`config.mk`:
```
export PLATFORM = sky130hd
export DESIGN_NAME = interval_timer
export DESIGN_NICKNAME = d
export VERILOG_FILES = /design/src/rtl/itm_pkg.sv /design/src/rtl/itm_regs.sv /design/src/rtl/itm_tick.sv /design/src/rtl/itm_core.sv /design/src/rtl/interval_timer.sv
export SDC_FILE = /design/constraint.sdc
export NUM_CORES = 1
export LEC_CHECK = 0
export CAP_MARGIN = 0
export CORE_MARGIN = 5
export CORE_UTILIZATION = 30
export DETAILED_ROUTE_END_ITERATION = 8
export DONT_BUFFER_PORTS = 1
export GPL_TIMING_DRIVEN = 1
export PLACE_DENSITY_LB_ADDON = 0.15
export SYNTH_ARGS = -nofsm -noshare
export SYNTH_HDL_FRONTEND = slang
export SYNTH_SLANG_ARGS = --single-unit
```
`constraint.sdc`:
```
create_clock -name clk -period 2 [get_ports clk]
set_input_delay 0.4 -clock clk [delete_from_list [all_inputs] [get_ports clk]]
set_output_delay 0.4 -clock clk [all_outputs]
set_load 0.02 [all_outputs]
```
`src/rtl/itm_pkg.sv`:
```
package itm_pkg;

  typedef enum logic [3:0] {
    CMD_NOP      = 4'h0,
    CMD_START    = 4'h1,
    CMD_STOP     = 4'h2,
    CMD_ONESHOT  = 4'h3,
    CMD_PERIODIC = 4'h4,
    CMD_SRC_INT  = 4'h5,
    CMD_SRC_EXT  = 4'h6,
    CMD_RESET    = 4'h7
  } itm_cmd_e;

  typedef struct packed {
    logic start;
    logic stop;
    logic set_oneshot;
    logic set_periodic;
    logic set_int;
    logic set_ext;
    logic reset;
  } itm_cmd_t;

endpackage

```
`src/rtl/itm_regs.sv`:
```
module itm_regs
  import itm_pkg::*;
#(
  parameter int CNT_W  = 16,
  parameter int BYTE_W = 8,
  parameter int ADDR_W = 2
) (
  input  logic              clk,
  input  logic              rst_n,
  input  logic              wr_en,
  input  logic              rd_en,
  input  logic [ADDR_W-1:0] addr,
  input  logic [BYTE_W-1:0] wdata,
  input  logic              pending,
  output logic [CNT_W-1:0]  reload,
  output itm_cmd_t          cmd,
  output logic              pend_clr,
  output logic [BYTE_W-1:0] rdata
);

  localparam int NBYTES = CNT_W / BYTE_W;
  localparam logic [ADDR_W-1:0] CTRL_A = ADDR_W'(NBYTES);

  // reload byte registers, one per byte lane
  for (genvar b = 0; b < NBYTES; b++) begin : g_byte
    logic              byte_en;
    logic [BYTE_W-1:0] byte_q;
    assign byte_en = wr_en && (addr == ADDR_W'(b));
    always_ff @(posedge clk or negedge rst_n) begin
      if (!rst_n) begin
        byte_q <= '0;
      end else if (byte_en) begin
        byte_q <= wdata;
      end
    end
    assign reload[b*BYTE_W +: BYTE_W] = byte_q;
  end

  // command decode: low nibble only
  always_comb begin
    cmd = '0;
    if (wr_en && (addr == CTRL_A)) begin
      unique case (itm_cmd_e'(wdata[3:0]))
        CMD_START:    cmd.start        = 1'b1;
        CMD_STOP:     cmd.stop         = 1'b1;
        CMD_ONESHOT:  cmd.set_oneshot  = 1'b1;
        CMD_PERIODIC: cmd.set_periodic = 1'b1;
        CMD_SRC_INT:  cmd.set_int      = 1'b1;
        CMD_SRC_EXT:  cmd.set_ext      = 1'b1;
        CMD_RESET:    cmd.reset        = 1'b1;
        default:      cmd = '0;
      endcase
    end
  end

  assign pend_clr = rd_en && (addr == CTRL_A);

  // read mux
  logic [BYTE_W-1:0] rd_next;
  always_comb begin
    rd_next = '0;
    for (int b = 0; b < NBYTES; b++) begin
      if (addr == ADDR_W'(b)) rd_next = reload[b*BYTE_W +: BYTE_W];
    end
    if (addr == CTRL_A) rd_next = BYTE_W'(pending);
  end

  always_ff @(posedge clk or negedge rst_n) begin
    if (!rst_n) begin
      rdata <= '0;
    end else if (rd_en) begin
      rdata <= rd_next;
    end
  end

endmodule

```
`src/rtl/itm_tick.sv`:
```
module itm_tick #(
  parameter int SYNC_STAGES = 2
) (
  input  logic clk,
  input  logic rst_n,
  input  logic ext_clk_in,
  input  logic use_ext,
  output logic tick
);

  localparam int SH_W = SYNC_STAGES + 1;

  logic [SH_W-1:0] sh_q;
  logic [SH_W-1:0] sh_d;
  logic            ext_rise;

  assign sh_d = {sh_q[SH_W-2:0], ext_clk_in};

  always_ff @(posedge clk or negedge rst_n) begin
    if (!rst_n) begin
      sh_q <= '0;
    end else begin
      sh_q <= sh_d;
    end
  end

  assign ext_rise = sh_q[SYNC_STAGES-1] & ~sh_q[SYNC_STAGES];
  assign tick     = use_ext ? ext_rise : 1'b1;

endmodule

```
`src/rtl/itm_core.sv`:
```
module itm_core
  import itm_pkg::*;
#(
  parameter int CNT_W = 16
) (
  input  logic             clk,
  input  logic             rst_n,
  input  itm_cmd_t         cmd,
  input  logic [CNT_W-1:0] reload,
  input  logic             tick,
  input  logic             pend_clr,
  output logic             running,
  output logic [CNT_W-1:0] count,
  output logic             oneshot,
  output logic             use_ext,
  output logic             pending
);

  localparam logic [CNT_W-1:0] ONE = CNT_W'(1);

  logic             run_d;
  logic [CNT_W-1:0] cnt_d;
  logic             os_d;
  logic             ext_d;
  logic             pend_d;
  logic             expire;

  assign expire = running && tick && (count == ONE);

  always_comb begin
    run_d  = running;
    cnt_d  = count;
    os_d   = oneshot;
    ext_d  = use_ext;
    pend_d = pending;

    if (pend_clr)         pend_d = 1'b0;
    if (cmd.set_oneshot)  os_d   = 1'b1;
    if (cmd.set_periodic) os_d   = 1'b0;
    if (cmd.set_int)      ext_d  = 1'b0;
    if (cmd.set_ext)      ext_d  = 1'b1;

    if (cmd.reset) begin
      run_d  = 1'b0;
      cnt_d  = '0;
      pend_d = 1'b0;
    end else if (cmd.start) begin
      if (reload != '0) begin
        run_d = 1'b1;
        cnt_d = reload;
      end
    end else if (cmd.stop) begin
      run_d = 1'b0;
    end else if (expire) begin
      pend_d = 1'b1;
      if (oneshot || (reload == '0)) begin
        run_d = 1'b0;
        cnt_d = '0;
      end else begin
        cnt_d = reload;
      end
    end else if (running && tick) begin
      cnt_d = count - ONE;
    end
  end

  always_ff @(posedge clk or negedge rst_n) begin
    if (!rst_n) begin
      running <= 1'b0;
      count   <= '0;
      oneshot <= 1'b1;
      use_ext <= 1'b0;
      pending <= 1'b0;
    end else begin
      running <= run_d;
      count   <= cnt_d;
      oneshot <= os_d;
      use_ext <= ext_d;
      pending <= pend_d;
    end
  end

endmodule

```
`src/rtl/interval_timer.sv`:
```
module interval_timer
  import itm_pkg::*;
#(
  parameter int CNT_W       = 16,
  parameter int BYTE_W      = 8,
  parameter int ADDR_W      = $clog2(CNT_W / BYTE_W + 1),
  parameter int SYNC_STAGES = 2
) (
  input  logic              clk,
  input  logic              rst_n,
  input  logic              wr_en,
  input  logic              rd_en,
  input  logic [ADDR_W-1:0] addr,
  input  logic [BYTE_W-1:0] wdata,
  output logic [BYTE_W-1:0] rdata,
  input  logic              ext_clk_in,
  output logic              irq
);

  // reset: asserted asynchronously, released on the clock
  logic [1:0] rst_sh;
  logic       rst_sync_n;

  always_ff @(posedge clk or negedge rst_n) begin
    if (!rst_n) begin
      rst_sh <= '0;
    end else begin
      rst_sh <= {rst_sh[0], 1'b1};
    end
  end
  assign rst_sync_n = rst_sh[1];

  itm_cmd_t         cmd;
  logic [CNT_W-1:0] reload;
  logic [CNT_W-1:0] count;
  logic             pend_clr;
  logic             pending;
  logic             running;
  logic             oneshot;
  logic             use_ext;
  logic             tick;

  itm_regs #(
    .CNT_W (CNT_W),
    .BYTE_W(BYTE_W),
    .ADDR_W(ADDR_W)
  ) u_regs (
    .clk     (clk),
    .rst_n   (rst_sync_n),
    .wr_en   (wr_en),
    .rd_en   (rd_en),
    .addr    (addr),
    .wdata   (wdata),
    .pending (pending),
    .reload  (reload),
    .cmd     (cmd),
    .pend_clr(pend_clr),
    .rdata   (rdata)
  );

  itm_tick #(
    .SYNC_STAGES(SYNC_STAGES)
  ) u_tick (
    .clk       (clk),
    .rst_n     (rst_sync_n),
    .ext_clk_in(ext_clk_in),
    .use_ext   (use_ext),
    .tick      (tick)
  );

  itm_core #(
    .CNT_W(CNT_W)
  ) u_core (
    .clk     (clk),
    .rst_n   (rst_sync_n),
    .cmd     (cmd),
    .reload  (reload),
    .tick    (tick),
    .pend_clr(pend_clr),
    .running (running),
    .count   (count),
    .oneshot (oneshot),
    .use_ext (use_ext),
    .pending (pending)
  );

  assign irq = pending;

endmodule

```
==> impl_metrics.tcl, run 1 <==
set metrics [dict create \
    synthAdderAreaFrac 0.00915 \
    ys.flop_type "dfrtp_1" \
    cts_max_path_buffers 2 \
    synthXorXnorAreaFrac 0.0384 \
    max_stage_delay_ps 560 \
    cp.arrival_ps 2730 \
    violations "setup timing" \
    ant_nets 0 \
    nFillCells 880 \
    synth-warning-count 0 \
    fin_ws_ps -482 \
    hpwlAfterDp_um 5940 \
    avgSynthCellArea_um2 9.30 \
    fp.dieW_um 105 \
    outcome "finished, violations left" \
    vias_per_cell 5.32 \
    crit_type "flip-flop to flip-flop" \
    critPathLaunch "u_core.count[12]" \
    antenna_cells 0 \
    finalHoldViolCount 0 \
    synth_seq_area_share 0.449 \
    required_ps 2240 \
    setup_tns_ps -7420 \
    core_area_um2 8810 \
    fin_area_um2 3470 \
    post-route-min-period_ps 2480 \
    crit_buf_inv 0 \
    reg2reg_from "u_core.count[12]" \
    p_leak_nw 1.51 \
    worst_setup_path_start_kind "flip-flop" \
    synth_top_family_by_area "compound AO/OA/AOI/OAI gates" \
    post-route-util 0.394 \
    initial_utilization 0.311 \
    rsz0062_at_grt "yes" \
    place_congestion 0.853 \
    grt_overflow 0 \
    cp_top_family "simple AND/OR/NAND/NOR gates" \
    placed_cells 440 \
    layout_commonest_cell "buf_4" \
    muxShareOfSynthArea 0.0746 \
    drc 0 \
    synth_area_um2 2740 \
    p_per_area_nw_per_um2 1100 \
    path_cells "or4_4, or4_4, or4_4, o31ai_1, a2bb2oi_1, o21ai_1" \
    synthSimpleGateAreaFrac 0.185 \
    setup_viol 18 \
    mostFrequentLayoutCells "buf_4, dfrtp_1, nand2_1" \
    final_cells 452 \
    via_count 2403 \
    critPathMaxFanout 6 \
    cts_tree "built" \
    drtIter0Drc 144 \
    drt_pre_antenna_iters 4 \
    grt_pass1_wl_um 13400 \
    synth-seq-cells 49 \
    cts-root-buf "clkbuf_8" \
    worstHoldStart "ext_clk_in" \
    antenna_found_initial 0 \
    wl_per_cell_um 17.7 \
    grt_start_max_net_pins 34 \
    drv_slew 0 \
    ys_async_sr_fraction 1.00 \
    place_area_um2 3260 \
    fin_skew_ps 8.23 \
    synth_edf_count 0 \
    insertion_delay_ps 310 \
    cts_max_level 2 \
    synth_nets 311 \
    rows 34 \
    synth.distinct_cells 51 \
    fin_crit_sh 1.24 \
    hp-class "input pin to flip-flop" \
    cts_buffers 5 \
    grt_usage 0.150 \
    cp_slowest_cell "or4_4" \
    cap_violations 0 \
    worst_setup_path_end_kind "flip-flop" \
    syn_to_final_growth_pct 26.9 \
    critPathMostFrequentCell "or4_4" \
    p_total_mw 3.83 \
    layout-drive-gt1-share 0.288 \
    cts.sinks 49 \
    routed_wirelength_um 8010 \
    vdd_ir_drop_max_mv 0.434 \
    io_buffers 0 \
    die_area_um2 11100 \
    grt_pass1_vias 2460 \
    nNetsFinal 360 \
    die_h_um 105 \
    fmax_mhz 403 \
    path_clk_slew_ps 100 \
    io_pins 24 \
    synthCells 294 \
    synth_compound_area_frac 0.193 \
]
-- final cells by class --
type	instances	area (um^2)	area share
multi-input cells	212	1450	0.417
flip-flops and latches	49	1230	0.354
repair buffers	60	493	0.142
well taps	108	135	0.0389
clock buffers	6	72.6	0.0209
inverters	15	56.3	0.0162
clock inverters	2	38.8	0.0112
-- final timing paths --
| kind | end | slack (ps) | cells after the start |
|---|---|---|---|
| max | u_core.count[9] | -480 | 6 |
| min | u_tick.sh_q[0] | 110 | 0 |
| max reg2reg | u_core.count[9] | -480 | 6 |
| min reg2reg | u_core.count[13] | 190 | 0 |
| max in group asynchronous | u_regs.g_byte[1].byte_q[7] | 1290 | 1 |
| min in group asynchronous | u_core.count[13] | 190 | 0 |
-- layer usage --
layer | share of wire | global-route usage | routed length [um]
met4 | 0.0082 | 0.0375 | 66
met2 | 0.46 | 0.242 | 3710
met5 | 0 | 0 | 0
met3 | 0.052 | 0.0342 | 419
met1 | 0.48 | 0.203 | 3810
-- cells by family after synthesis --
family          Yosys count
fa+ha+maj                 2
buf+inv                  33
compound gates           85
simple gates             93
xor+xnor                 12
other cells               1
flops                    49
mux                      19
-- state kept, by name (all words and copies together) (netlist names), 2 cells and up --
name and flops:
rst_sh 2, u_tick.sh_q 3, u_regs.rdata 8, u_core.count 16, u_regs.g_byte.byte_q 16
-- cells in the mapped netlist, types with 2 or more instances --
library cell | count | share of area
a211oi_1 | 2 | 0.0055
a21o_1 | 3 | 0.0082
a21oi_1 | 13 | 0.024
a22oi_1 | 9 | 0.025
a2bb2oi_1 | 2 | 0.0064
a31oi_1 | 2 | 0.0046
a32oi_1 | 4 | 0.013
and3_1 | 2 | 0.0046
buf_2 | 3 | 0.0055
clkbuf_1 | 13 | 0.018
dfrtp_1 | 48 | 0.44
ha_1 | 2 | 0.0091
inv_1 | 15 | 0.021
mux2_2 | 11 | 0.045
mux2i_1 | 8 | 0.029
nand2_1 | 29 | 0.040
nand2b_1 | 5 | 0.011
nand3_1 | 4 | 0.0073
nand3b_1 | 2 | 0.0055
nor2_1 | 13 | 0.018
nor2b_1 | 2 | 0.0046
nor3_1 | 8 | 0.015
nor3b_1 | 6 | 0.016
nor4_1 | 9 | 0.021
o21ai_0 | 30 | 0.055
o21ai_1 | 2 | 0.0037
o22ai_1 | 7 | 0.016
o31ai_1 | 3 | 0.0082
or2_2 | 2 | 0.0046
or4_1 | 2 | 0.0055
or4_4 | 3 | 0.012
xnor2_1 | 8 | 0.026
xor2_1 | 4 | 0.013
-- metrics by stage --
step | setup slack, ps | hold slack, ps
after CTS | -483 | 104
after detailed placement | -508 | 104
after global placement | -475 | 104
after global routing | -557 | 86.3
final | -482 | 113
after floorplan | -463 | 104
-- power breakdown --
group	switching, mW	leakage (nW)	internal, mW
Combinational	0.774	0.859	0.881
Clock	0.372	0.0554	0.377
Sequential	0.204	0.598	1.23
-- timing repair --
item	4_1_cts	5_1_grt
pin swaps	1	4
endpoints found under the hold margin	2	0
resized for setup	18	9
endpoints found under the setup margin	18	18
hold buffers	1	0
buffers inserted	3	1
gates cloned	1	0
(Power assumes the default switching activity.)
==> run 2: changes to the inputs <==
--- a/config.mk
+++ b/config.mk
@@ -6,7 +6,7 @@
 export NUM_CORES = 1
 export LEC_CHECK = 0
 export CAP_MARGIN = 0
-export CORE_MARGIN = 5
+export CORE_MARGIN = 3
 export CORE_UTILIZATION = 30
 export DETAILED_ROUTE_END_ITERATION = 8
 export DONT_BUFFER_PORTS = 1
==> impl_metrics.tcl, run 2 (synthesis gave the netlist of run 1 again) <==
set metrics [dict create \
    post-route-util 0.397 \
    drtIter0Drc 129 \
    syn_to_final_growth_pct 28.0 \
    antenna_cells 0 \
    layout-drive-gt1-share 0.298 \
    hp-class "input pin to flip-flop" \
    reg_top3 "u_core.count x16, u_regs.g_byte.byte_q x16, u_regs.rdata x8" \
    cp_slowest_cell "or4_4" \
    post-route-min-period_ps 2500 \
    fin_skew_ps 5.94 \
    cp.arrival_ps 2690 \
    p_leak_nw 1.53 \
    wl_per_cell_um 17.5 \
    regToRegSetupSlack_ps -500 \
    ant_nets 0 \
    layout_commonest_cell "buf_4" \
    required_ps 2190 \
    path_clk_slew_ps 90 \
    grt_overflow 0 \
    grt_start_max_net_pins 35 \
    violations "setup timing" \
    fin_crit_sh 1.25 \
    dp_slack_ps -486 \
    insertion_delay_ps 300 \
    die_h_um 101 \
    critPathMaxFanout 7 \
    cts.sinks 49 \
    cts_max_level 2 \
    cts_max_path_buffers 2 \
    io_pins 24 \
    grt_pass1_vias 2449 \
    ff2ff_path_depth 9 \
    nNetsFinal 365 \
    worst_setup_path_end_kind "flip-flop" \
    place_congestion 0.835 \
    final_cells 457 \
    routed_wirelength_um 7980 \
    fp.dieW_um 101 \
    cts_buffers 5 \
    rsz0062_at_grt "yes" \
    worst_setup_path_start_kind "flip-flop" \
    cap_violations 0 \
    io_buffers 0 \
    cts-root-buf "clkbuf_8" \
    via_count 2422 \
    relSlewSlack 0.568 \
    fmax_mhz 399 \
    drc 0 \
    rows 34 \
    vias_per_cell 5.30 \
    finalHoldViolCount 0 \
    p_per_area_nw_per_um2 1090 \
    mostFrequentLayoutCells "buf_4, dfrtp_1, nand2_1" \
    path_cells "or4_4, or4_4, buf_4, nor4_4, buf_6, buf_4, nand2_1, a31oi_1, a21oi_1" \
    grt_pass1_wl_um 13000 \
    placed_cells 442 \
    core_area_um2 8810 \
    grt_usage 0.162 \
    crit_type "flip-flop to flip-flop" \
    drv_slew 0 \
    reg2reg_from "u_core.count[12]" \
    fin_ws_ps -504 \
    initial_utilization 0.311 \
    max_stage_delay_ps 540 \
    setup_viol 18 \
    antenna_found_initial 0 \
    cts_tree "built" \
    critPathLaunch "u_core.count[12]" \
    p_total_mw 3.82 \
    hold_depth 0 \
    worstHoldStart "ext_clk_in" \
    hpwlAfterDp_um 5920 \
    outcome "finished, violations left" \
    worst_pin_slew_ps 644 \
    nFillCells 906 \
    vdd_ir_drop_max_mv 0.469 \
    drt_pre_antenna_iters 4 \
    die_area_um2 10300 \
]
==> run 2: cell count changes in the layout (fill, tap and decap cells not counted), sizes merged <==
cell,before,now
buf,59,64
==> run 2: worst paths after layout <==
kind / endpoint
min in group asynchronous: u_core.use_ext
setup reg to reg: u_core.count[10]
max in group asynchronous: u_regs.rdata[3]
hold / removal: u_tick.sh_q[0]
setup / recovery: u_core.count[10]
hold reg to reg: u_core.use_ext
==> run 2: timing repair <==
action,in CTS,in global routing
hold endpoints to repair,2,0
hold buffers,1,0
pin swaps,2,11
endpoints found under the setup margin,18,18
cloned,0,1
buffers inserted,2,3
resized for setup,6,20
==> run 2: critical path, delay by kind of cell (launching register included) <==
family                 cells  cell delay, ps
AOI/OAI and AO/OA          2             240
buffers and inverters      3             470
DFF                        1             390
and+or+nand+nor            4            1300
==> run 2: power breakdown <==
| group | total (mW) | switching, mW | internal, mW |
|---|---|---|---|
| Sequential | 1.42 | 0.198 | 1.23 |
| Combinational | 1.66 | 0.779 | 0.883 |
| Clock | 0.731 | 0.355 | 0.376 |
| Total | 3.82 | 1.33 | 2.48 |
==> run 2: per-stage QoR <==
step,setup TNS (ps),area [um^2],hold slack (ps)
global placement,-7190,3260,104
CTS,-8170,3410,106
floorplan,-6270,2750,104
finish,-7750,3500,117
detailed placement,-7640,3260,104
global route,-9060,3500,90.7
==> run 2: area by class of cell <==
cell class	count	area, um^2	share of cell area
Multi-Input combinational cell	212	1450	0.413
Sequential cell	49	1230	0.351
Timing Repair Buffer	65	522	0.149
Tap cell	108	135	0.0386
Clock buffer	6	72.6	0.0207
Inverter	15	56.3	0.0161
Clock inverter	2	38.8	0.0111
==> run 2: metal layers <==
metal  GRT usage  share of wire
met2       0.257           0.47
met3      0.0351          0.040
met5           0              0
met1       0.231           0.48
met4      0.0276         0.0079
